==> src/rtl/pkt_dma_pkg.sv <==
package pkt_dma_pkg;

    localparam int WORD_W = 32;

    // control word bit positions
    localparam int CB_EN   = 0;
    localparam int CB_SW   = 1;
    localparam int CB_HWEN = 2;
    localparam int CB_STEP = 3;
    localparam int CB_DONE = 8;
    localparam int CB_EXT  = 18;

    typedef enum logic [2:0] {
        RA_CTL1  = 3'd0,
        RA_CTL2  = 3'd1,
        RA_BASE1 = 3'd2,
        RA_BASE2 = 3'd3,
        RA_COUNT = 3'd4,
        RA_PKT   = 3'd5
    } reg_idx_e;

    typedef struct packed {
        logic ext;
        logic done;
        logic step;
        logic hwen;
        logic en;
    } ctl_t;

    typedef enum logic [1:0] {
        XS_IDLE,
        XS_READ,
        XS_WRITE
    } xfer_state_e;

    function automatic logic [WORD_W-1:0] lane_merge(
        input logic [WORD_W-1:0] old_v,
        input logic [WORD_W-1:0] new_v,
        input logic [3:0]        be
    );
        logic [WORD_W-1:0] r;
        r = old_v;
        for (int i = 0; i < 4; i++) begin
            if (be[i]) r[8*i +: 8] = new_v[8*i +: 8];
        end
        return r;
    endfunction

    function automatic logic [WORD_W-1:0] ctl_word(input ctl_t c);
        logic [WORD_W-1:0] w;
        w          = '0;
        w[CB_EN]   = c.en;
        w[CB_HWEN] = c.hwen;
        w[CB_STEP] = c.step;
        w[CB_DONE] = c.done;
        w[CB_EXT]  = c.ext;
        return w;
    endfunction

endpackage

==> src/rtl/pkt_dma_regs.sv <==
module pkt_dma_regs
    import pkt_dma_pkg::*;
#(
    parameter int ADDR_W = 16,
    parameter int CNT_W  = 16,
    parameter int PKT_W  = 8
) (
    input  logic              clk,
    input  logic              rst,
    input  logic              reg_we,
    input  logic [2:0]        reg_addr,
    input  logic [3:0]        reg_be,
    input  logic [WORD_W-1:0] reg_wdata,
    output logic [WORD_W-1:0] reg_rdata,
    input  logic              fin,
    output logic [1:0]        en_o,
    output logic [1:0]        hwen_o,
    output logic [1:0]        step_o,
    output logic [1:0]        ext_o,
    output logic [1:0]        sw_o,
    output logic [ADDR_W-1:0] base1_o,
    output logic [ADDR_W-1:0] base2_o,
    output logic [CNT_W-1:0]  count_o,
    output logic [PKT_W-1:0]  pkt_o
);

    logic [WORD_W-1:0] ctl_rd [2];

    for (genvar c = 0; c < 2; c++) begin : g_ctl
        ctl_t cq;
        logic swq;
        logic hit;

        assign hit = reg_we && (reg_addr == 3'(c));

        always_ff @(posedge clk) begin
            if (rst) begin
                cq  <= '0;
                swq <= 1'b0;
            end else begin
                swq <= hit && reg_be[0] && reg_wdata[CB_SW];
                if (hit && reg_be[0]) begin
                    cq.en   <= reg_wdata[CB_EN];
                    cq.hwen <= reg_wdata[CB_HWEN];
                    cq.step <= reg_wdata[CB_STEP];
                    if (reg_wdata[CB_EN]) cq.done <= 1'b0;
                end
                if (hit && reg_be[2]) begin
                    cq.ext <= reg_wdata[CB_EXT];
                end
                if (fin) begin
                    cq.en   <= 1'b0;
                    cq.done <= 1'b1;
                end
            end
        end

        assign en_o[c]   = cq.en;
        assign hwen_o[c] = cq.hwen;
        assign step_o[c] = cq.step;
        assign ext_o[c]  = cq.ext;
        assign sw_o[c]   = swq;
        assign ctl_rd[c] = ctl_word(cq);

        // a write that skips lane 0 leaves the enable alone
        p_lane_keep_r13: assert property (@(posedge clk) disable iff (rst)
            (hit && !reg_be[0] && !fin) |=> $stable(cq.en));
    end

    logic [ADDR_W-1:0] base1_q, base2_q;
    logic [CNT_W-1:0]  count_q;
    logic [PKT_W-1:0]  pkt_q;

    always_ff @(posedge clk) begin
        if (rst) begin
            base1_q <= '0;
            base2_q <= '0;
            count_q <= '0;
            pkt_q   <= '0;
        end else if (reg_we) begin
            case (reg_idx_e'(reg_addr))
                RA_BASE1: base1_q <= ADDR_W'(lane_merge(WORD_W'(base1_q), reg_wdata, reg_be));
                RA_BASE2: base2_q <= ADDR_W'(lane_merge(WORD_W'(base2_q), reg_wdata, reg_be));
                RA_COUNT: count_q <= CNT_W'(lane_merge(WORD_W'(count_q), reg_wdata, reg_be));
                RA_PKT:   pkt_q   <= PKT_W'(lane_merge(WORD_W'(pkt_q), reg_wdata, reg_be));
                default: ;
            endcase
        end
    end

    always_comb begin
        case (reg_idx_e'(reg_addr))
            RA_CTL1:  reg_rdata = ctl_rd[0];
            RA_CTL2:  reg_rdata = ctl_rd[1];
            RA_BASE1: reg_rdata = WORD_W'(base1_q);
            RA_BASE2: reg_rdata = WORD_W'(base2_q);
            RA_COUNT: reg_rdata = WORD_W'(count_q);
            RA_PKT:   reg_rdata = WORD_W'(pkt_q);
            default:  reg_rdata = '0;
        endcase
    end

    assign base1_o = base1_q;
    assign base2_o = base2_q;
    assign count_o = count_q;
    assign pkt_o   = pkt_q;

    // completion disarms both channels and flags done
    p_fin_disarm_r11: assert property (@(posedge clk) disable iff (rst)
        fin |=> (en_o == 2'b00) && ctl_rd[0][CB_DONE] && ctl_rd[1][CB_DONE]);

endmodule

==> src/rtl/pkt_dma_trig.sv <==
module pkt_dma_trig #(
    parameter int N_SRC  = 6,
    parameter int SEL_W  = 3,
    parameter int PEND_W = 3
) (
    input  logic             clk,
    input  logic             rst,
    input  logic [N_SRC-1:0] hw_trig,
    input  logic [SEL_W-1:0] sel,
    input  logic             u2_tx_empty,
    input  logic             u2_rx_full,
    input  logic             u2_tx_mode,
    input  logic [1:0]       hwen,
    input  logic [1:0]       sw,
    input  logic             armed,
    input  logic             take,
    input  logic             flush,
    output logic             pending
);

    logic [N_SRC-1:0]  hw_q;
    logic              tx_q, rx_q;
    logic [N_SRC-1:0]  hw_rise;
    logic              ch1_rise, ch2_rise, fire;
    logic [PEND_W-1:0] cnt;

    assign hw_rise = hw_trig & ~hw_q;

    always_comb begin
        ch1_rise = 1'b0;
        for (int i = 0; i < N_SRC; i++) begin
            if (sel == SEL_W'(i + 1)) ch1_rise = hw_rise[i];
        end
    end

    assign ch2_rise = u2_tx_mode ? (u2_tx_empty && !tx_q) : (u2_rx_full && !rx_q);
    assign fire     = armed && ((|sw) || (hwen[0] && ch1_rise) || (hwen[1] && ch2_rise));

    always_ff @(posedge clk) begin
        if (rst) begin
            hw_q <= '0;
            tx_q <= 1'b0;
            rx_q <= 1'b0;
        end else begin
            hw_q <= hw_trig;
            tx_q <= u2_tx_empty;
            rx_q <= u2_rx_full;
        end
    end

    always_ff @(posedge clk) begin
        if (rst || flush || !armed) begin
            cnt <= '0;
        end else begin
            case ({fire, take})
                2'b10:   if (cnt != '1) cnt <= cnt + 1'b1;
                2'b01:   cnt <= cnt - 1'b1;
                default: ;
            endcase
        end
    end

    assign pending = (cnt != '0);

    // the engine only starts a packet against a counted trigger
    p_take_backed_r12: assert property (@(posedge clk) disable iff (rst)
        take |-> cnt != '0);

endmodule

==> src/rtl/pkt_dma_xfer.sv <==
module pkt_dma_xfer
    import pkt_dma_pkg::*;
#(
    parameter int ADDR_W = 16,
    parameter int CNT_W  = 16,
    parameter int PKT_W  = 8
) (
    input  logic              clk,
    input  logic              rst,
    input  logic              armed,
    input  logic              pending,
    input  logic              step_src,
    input  logic              step_dst,
    input  logic [ADDR_W-1:0] base_src,
    input  logic [ADDR_W-1:0] base_dst,
    input  logic [CNT_W-1:0]  count,
    input  logic [PKT_W-1:0]  pkt,
    output logic              take,
    output logic              fin,
    output logic              mem_req,
    output logic              mem_we,
    output logic [ADDR_W-1:0] mem_addr,
    output logic [WORD_W-1:0] mem_wdata,
    input  logic [WORD_W-1:0] mem_rdata,
    input  logic              mem_ack
);

    xfer_state_e       state;
    logic [ADDR_W-1:0] src_ptr, dst_ptr;
    logic [CNT_W-1:0]  pkts_left;
    logic [PKT_W-1:0]  words_left;
    logic [WORD_W-1:0] hold;
    logic              started;
    logic              fin_q;

    assign take = (state == XS_IDLE) && armed && pending && !fin_q;

    always_ff @(posedge clk) begin
        if (rst) begin
            state      <= XS_IDLE;
            src_ptr    <= '0;
            dst_ptr    <= '0;
            pkts_left  <= '0;
            words_left <= '0;
            hold       <= '0;
            started    <= 1'b0;
            fin_q      <= 1'b0;
        end else begin
            fin_q <= 1'b0;
            case (state)
                XS_IDLE: begin
                    if (take) begin
                        state      <= XS_READ;
                        words_left <= pkt;
                        if (!started) begin
                            src_ptr   <= base_src;
                            dst_ptr   <= base_dst;
                            pkts_left <= count;
                            started   <= 1'b1;
                        end
                    end else if (!armed) begin
                        started <= 1'b0;
                    end
                end
                XS_READ: begin
                    if (mem_ack) begin
                        hold  <= mem_rdata;
                        state <= XS_WRITE;
                    end
                end
                XS_WRITE: begin
                    if (mem_ack) begin
                        if (step_src) src_ptr <= src_ptr + 1'b1;
                        if (step_dst) dst_ptr <= dst_ptr + 1'b1;
                        if (words_left == '0) begin
                            state <= XS_IDLE;
                            if (pkts_left == '0) begin
                                fin_q   <= 1'b1;
                                started <= 1'b0;
                            end else begin
                                pkts_left <= pkts_left - 1'b1;
                            end
                        end else begin
                            words_left <= words_left - 1'b1;
                            state      <= XS_READ;
                        end
                    end
                end
                default: state <= XS_IDLE;
            endcase
        end
    end

    assign mem_req   = (state != XS_IDLE);
    assign mem_we    = (state == XS_WRITE);
    assign mem_addr  = (state == XS_WRITE) ? dst_ptr : src_ptr;
    assign mem_wdata = hold;
    assign fin       = fin_q;

    // an unacknowledged request stays put
    p_req_hold_r4: assert property (@(posedge clk) disable iff (rst)
        (mem_req && !mem_ack) |=> mem_req && $stable(mem_addr) && $stable(mem_we) && $stable(mem_wdata));

    // a write only ever follows a completed read
    p_wr_after_rd_r4: assert property (@(posedge clk) disable iff (rst)
        $rose(mem_we) |-> $past(mem_ack && !mem_we));

    // completion is a single-cycle pulse on a quiet port
    p_fin_pulse_r11: assert property (@(posedge clk) disable iff (rst)
        fin |=> !fin);
    p_fin_quiet_r11: assert property (@(posedge clk) disable iff (rst)
        fin |-> !mem_req);

endmodule

==> src/rtl/pkt_dma.sv <==
module pkt_dma
    import pkt_dma_pkg::*;
#(
    parameter int ADDR_W = 16,
    parameter int CNT_W  = 16,
    parameter int PKT_W  = 8,
    parameter int N_SRC  = 6,
    parameter int SEL_W  = 3,
    parameter int PEND_W = 3
) (
    input  logic              clk,
    input  logic              rst,
    input  logic              reg_we,
    input  logic [2:0]        reg_addr,
    input  logic [3:0]        reg_be,
    input  logic [WORD_W-1:0] reg_wdata,
    output logic [WORD_W-1:0] reg_rdata,
    input  logic [SEL_W-1:0]  ch1_trig_sel,
    input  logic [N_SRC-1:0]  hw_trig,
    input  logic              u2_tx_empty,
    input  logic              u2_rx_full,
    input  logic              u2_tx_mode,
    output logic              mem_req,
    output logic              mem_we,
    output logic [ADDR_W-1:0] mem_addr,
    output logic [WORD_W-1:0] mem_wdata,
    input  logic [WORD_W-1:0] mem_rdata,
    input  logic              mem_ack,
    output logic              done_irq
);

    logic [1:0]        en, hwen, step, ext, sw;
    logic [ADDR_W-1:0] base1, base2;
    logic [CNT_W-1:0]  count;
    logic [PKT_W-1:0]  pkt;
    logic              armed, pending, take, fin;

    assign armed = (en == 2'b11) && (ext == 2'b00);

    pkt_dma_regs #(
        .ADDR_W(ADDR_W), .CNT_W(CNT_W), .PKT_W(PKT_W)
    ) u_regs (
        .clk(clk), .rst(rst),
        .reg_we(reg_we), .reg_addr(reg_addr), .reg_be(reg_be),
        .reg_wdata(reg_wdata), .reg_rdata(reg_rdata),
        .fin(fin),
        .en_o(en), .hwen_o(hwen), .step_o(step), .ext_o(ext), .sw_o(sw),
        .base1_o(base1), .base2_o(base2), .count_o(count), .pkt_o(pkt)
    );

    pkt_dma_trig #(
        .N_SRC(N_SRC), .SEL_W(SEL_W), .PEND_W(PEND_W)
    ) u_trig (
        .clk(clk), .rst(rst),
        .hw_trig(hw_trig), .sel(ch1_trig_sel),
        .u2_tx_empty(u2_tx_empty), .u2_rx_full(u2_rx_full), .u2_tx_mode(u2_tx_mode),
        .hwen(hwen), .sw(sw), .armed(armed),
        .take(take), .flush(fin), .pending(pending)
    );

    pkt_dma_xfer #(
        .ADDR_W(ADDR_W), .CNT_W(CNT_W), .PKT_W(PKT_W)
    ) u_xfer (
        .clk(clk), .rst(rst),
        .armed(armed), .pending(pending),
        .step_src(step[0]), .step_dst(step[1]),
        .base_src(base1), .base_dst(base2),
        .count(count), .pkt(pkt),
        .take(take), .fin(fin),
        .mem_req(mem_req), .mem_we(mem_we), .mem_addr(mem_addr),
        .mem_wdata(mem_wdata), .mem_rdata(mem_rdata), .mem_ack(mem_ack)
    );

    assign done_irq = fin;

    // no packet may begin while the pair is not armed
    p_start_armed_r6: assert property (@(posedge clk) disable iff (rst)
        $rose(mem_req) |-> $past(armed));

endmodule

==> config.mk <==
export PLATFORM = sky130hd
export DESIGN_NAME = pkt_dma
export DESIGN_NICKNAME = d
export VERILOG_FILES = /design/src/rtl/pkt_dma_pkg.sv /design/src/rtl/pkt_dma_regs.sv /design/src/rtl/pkt_dma_trig.sv /design/src/rtl/pkt_dma_xfer.sv /design/src/rtl/pkt_dma.sv
export SDC_FILE = /design/constraint.sdc
export NUM_CORES = 1
export LEC_CHECK = 0
export BUFFER_PORTS_ARGS = -buffer_cell sky130_fd_sc_hd__buf_2
export CORE_MARGIN = 4
export CORE_UTILIZATION = 48
export CTS_CLUSTER_SIZE = 12
export DETAILED_ROUTE_END_ITERATION = 12
export GPL_ROUTABILITY_DRIVEN = 0
export PLACE_DENSITY = 0.7
export SLEW_MARGIN = 10
export SYNTH_ARGS = -nofsm -noshare
export SYNTH_HDL_FRONTEND = slang
export SYNTH_SLANG_ARGS = --single-unit
==> constraint.sdc <==
create_clock -name clk -period 3.2 [get_ports clk]
set_input_delay 0.16 -clock clk [delete_from_list [all_inputs] [get_ports clk]]
set_output_delay 0.16 -clock clk [all_outputs]
set_load 0.05 [all_outputs]
==> impl_results.md <==
* Yosys cell types at between 60 and 70
* Met1 Track Usage GR at 0.335
* Grt peak-use layer: met2
* Synth Instances at approximately 1100
* First-pass GRT wire length at approximately 41000 microns
* Final ANT Viol Nets at 0
* Area Growth Syn to Fin at 21.3%
* Die Area at 20000 sq um
* Final setup viols at 0
* GR Layer Usage met2 at 0.411
* H-tree Lvls at 4
* Final HPWL DP at between 15000 and 20000 microns
* Initial antenna violation count at 0
* Clock skew at roughly 0.012 ns
* Antenna diodes at 0
* Warnings from Yosys at 0
* Top FF cell, synth: dfxtp_1
* Yosys reg bits at 171
* Initial Util at 0.491
* Non-Filler Instances at 1502
* Worst path max stage delay at 0.54 ns
* Startpoint Class: flip-flop
* Worst EP arrival at approximately 3 ns
* 1st-pass router iterations at 5
* Core ar. at ~17000 sq um
* Routed wire length per instance at approximately 17 microns
* Ys async rst share at 0
* Clk pin slew, worst setup/hold paths at around 0.070 ns
* Clock Path Buffers at 2
* Placed cell areas at 9300 sq um
* Status: finished, final reports clean
* Met3 Track Usage GR at 0.0472
* Worst path slowest cell: or4_4
* Crit Path Category: flip-flop to flip-flop
* Final Instance Area at around 10000 sq um
* RSZ-0062 raised after global routing: false
* Total GRT Usage at 0.252
* Post-route setup TNS at 0 ns
* Die W at about 140 microns
* Drt drc at 0
* CP required at ~3.5 ns
* Die H at about 140 microns
* # IOs at 170
* Power Density at ~430 nW/um^2
* Fin. max-slew vios at 0
* DRT Wirelength at 25000 microns
* Register area share after synthesis at 0.402
* Worst path cell trace: inv_1, ha_1, or3b_1, or4_4, o21bai_4, a21oi_2, nor2_1, a211oi_1
* EDFF count, synth at 0
* Lkg Pwr at a little over 4 nW
* Setup crit end kind: flip-flop
* Dpl cells at between 1000 and 1500
* Initial DRC count at about 780
* Final hold slack at roughly 0.011 ns
* Largest net degree at the start of global routing at 173
* Share of layout cells above drive strength 1 at 0.161
* Clock Latency Late Sink at about 0.44 ns
* Final period util at 0.858
* Max-cap viol count at 0
* Site Rows at 48
* Nets at around 1400
* GRT overflow at 0
* Max frequency at 0.364 GHz
* CTS tree: yes
* Vias in the first global route at around 8000
* Via density at between 5 and 6
* Largest vdd supply drop at between 0.3 and 0.4 mV
* Synth Area per Inst at 7.61 sq um
* Post-CTS Setup Inserts at 0
* Synth Cell Area at 8520 sq um
* Root Buffer: clkbuf_16
* Detailed-route via count at between 8000 and 9000
* Port Buffers at ~140
* Final worst setup slack at approximately 0.45 ns
* Worst-path fanout max at 11
* Hold Crit Class: primary input to flip-flop
* Place WS at about 0.54 ns
* Final Hold Fails at 0
* Min cycle time layout at around 2.7 ns
* Clk sinks at approximately 170
* Slew margin rel. at 0.446
* TritonCTS Buffers at 17
* Tightest Pin Transition at just over 0.8 ns
-- synthesized netlist by cell type (all sizes together), types with 9 or more instances --
master / instances / area, sq um
nand3: 30 / 150
and3: 10 / 62.6
nor2b: 12 / 75.1
inv: 19 / 71.3
a21oi: 120 / 612
or3: 10 / 62.6
clkbuf: 61 / 229
dfxtp: 171 / 3420
nand2: 216 / 811
mux2i: 60 / 601
a211oi: 19 / 143
a22oi: 21 / 158
o31ai: 9 / 67.6
nand4: 11 / 68.8
nor2: 128 / 480
nor3: 30 / 150
o21ai: 60 / 300
nand2b: 12 / 75.1
buf: 28 / 174
-- worst max-delay path: cells and delay by family, from the launching register on --
family          cells  cell delay (ns)
flops               1             0.34
buf+inv             1             0.08
fa+ha+maj           1             0.17
compound gates      3             0.93
simple gates        3             1.12
-- cell usage in the layout, fill, tap and decap left out, drive strengths merged, types with 4 or more instances in the layout --
cell	netlist	final
nor3	30	30
or3	10	10
buf	28	154
mux2i	60	60
ha	4	4
dlygate4sd3	0	46
conb	1	15
inv	19	28
or2	5	5
a22oi	21	21
clkbuf	61	17
and2	4	4
nor2	128	128
o31ai	9	9
a21o	7	7
and3	10	10
a22o	7	7
a21oi	120	120
nand2	216	216
nand4	11	11
nand2b	12	12
a211oi	19	19
or4	4	4
nand3	30	30
nor2b	12	12
o21ai	60	60
dfxtp	171	171
o21a	4	4
nor3b	6	6
o22ai	7	7
a31oi	7	7
-- sequential cells by signal, summed over array words and instances, names as in the netlist, 3 cells and up --
register and count:
u_xfer.pkts_left 16, u_xfer.mem_wdata 32, u_regs.count_o 16, u_xfer.src_ptr 16, u_regs.base1_o 16, u_regs.pkt_o 8
u_regs.base2_o 16, u_trig.hw_q 6, u_xfer.words_left 8, u_xfer.dst_ptr 16, u_trig.cnt 3
-- path summary, 6_finish.rpt --
kind                                                         from                                to  slack, ns  cells past startpoint
worst min register to register   u_xfer.mem_wdata[9]$_SDFFE_PP0P_  u_xfer.mem_wdata[9]$_SDFFE_PP0P_       0.45                      2
worst min-delay path                                reg_wdata[11]   u_regs.base2_o[11]$_SDFFE_PP0P_       0.01                      3
worst max register to register  u_xfer.words_left[0]$_SDFFE_PP0P_  u_xfer.pkts_left[0]$_SDFFE_PP0P_       0.45                      8
worst max-delay path            u_xfer.words_left[0]$_SDFFE_PP0P_  u_xfer.pkts_left[0]$_SDFFE_PP0P_       0.45                      8
-- area by class of cell --
type,instances,area (sq um)
timing repair buffer,200,1300
clock buffer,17,425
fill,1620,7020
clock inverter,15,149
tap,225,282
inverter,19,71.3
multi-input combinational,855,4680
sequential,171,3420
-- cells by family after synthesis --
family / share of synthesized area
other cells: 0.000440
compound gates: 0.207
mux: 0.0744
buf+inv: 0.0556
simple gates: 0.252
fa+ha+maj: 0.00822
flops: 0.402
-- per-layer routing --
| metal | wire length (microns) | up-vias | share of wire |
|---|---|---|---|
| met1 | 10900 | 3877 | 0.44 |
| met3 | 1590 | 43 | 0.063 |
| met2 | 11900 | 314 | 0.48 |
| met4 | 577 | 0 | 0.023 |
| met5 | 0 | - | 0 |
| li1 | - | 4183 | - |
-- where the power goes --
part / switching [mW] / internal (mW)
registers: 0.0120 / 2.14
logic: 0.178 / 0.108
clock network: 0.985 / 1.04
-- per-stage QoR --
stage	util	total power [mW]
2_1_floorplan	-	2.36
3_3_place_gp	0.536	2.44
3_5_place_dp	0.536	2.44
4_1_cts	0.595	4.49
5_1_grt	0.595	4.61
6_report	0.595	4.46
-- repair_timing --
action	in CTS	in global routing
hold endpoints to repair	53	0
hold buffers	46	0
resized for setup	0	0
No activity file was read; power rests on OpenSTA's default activity.
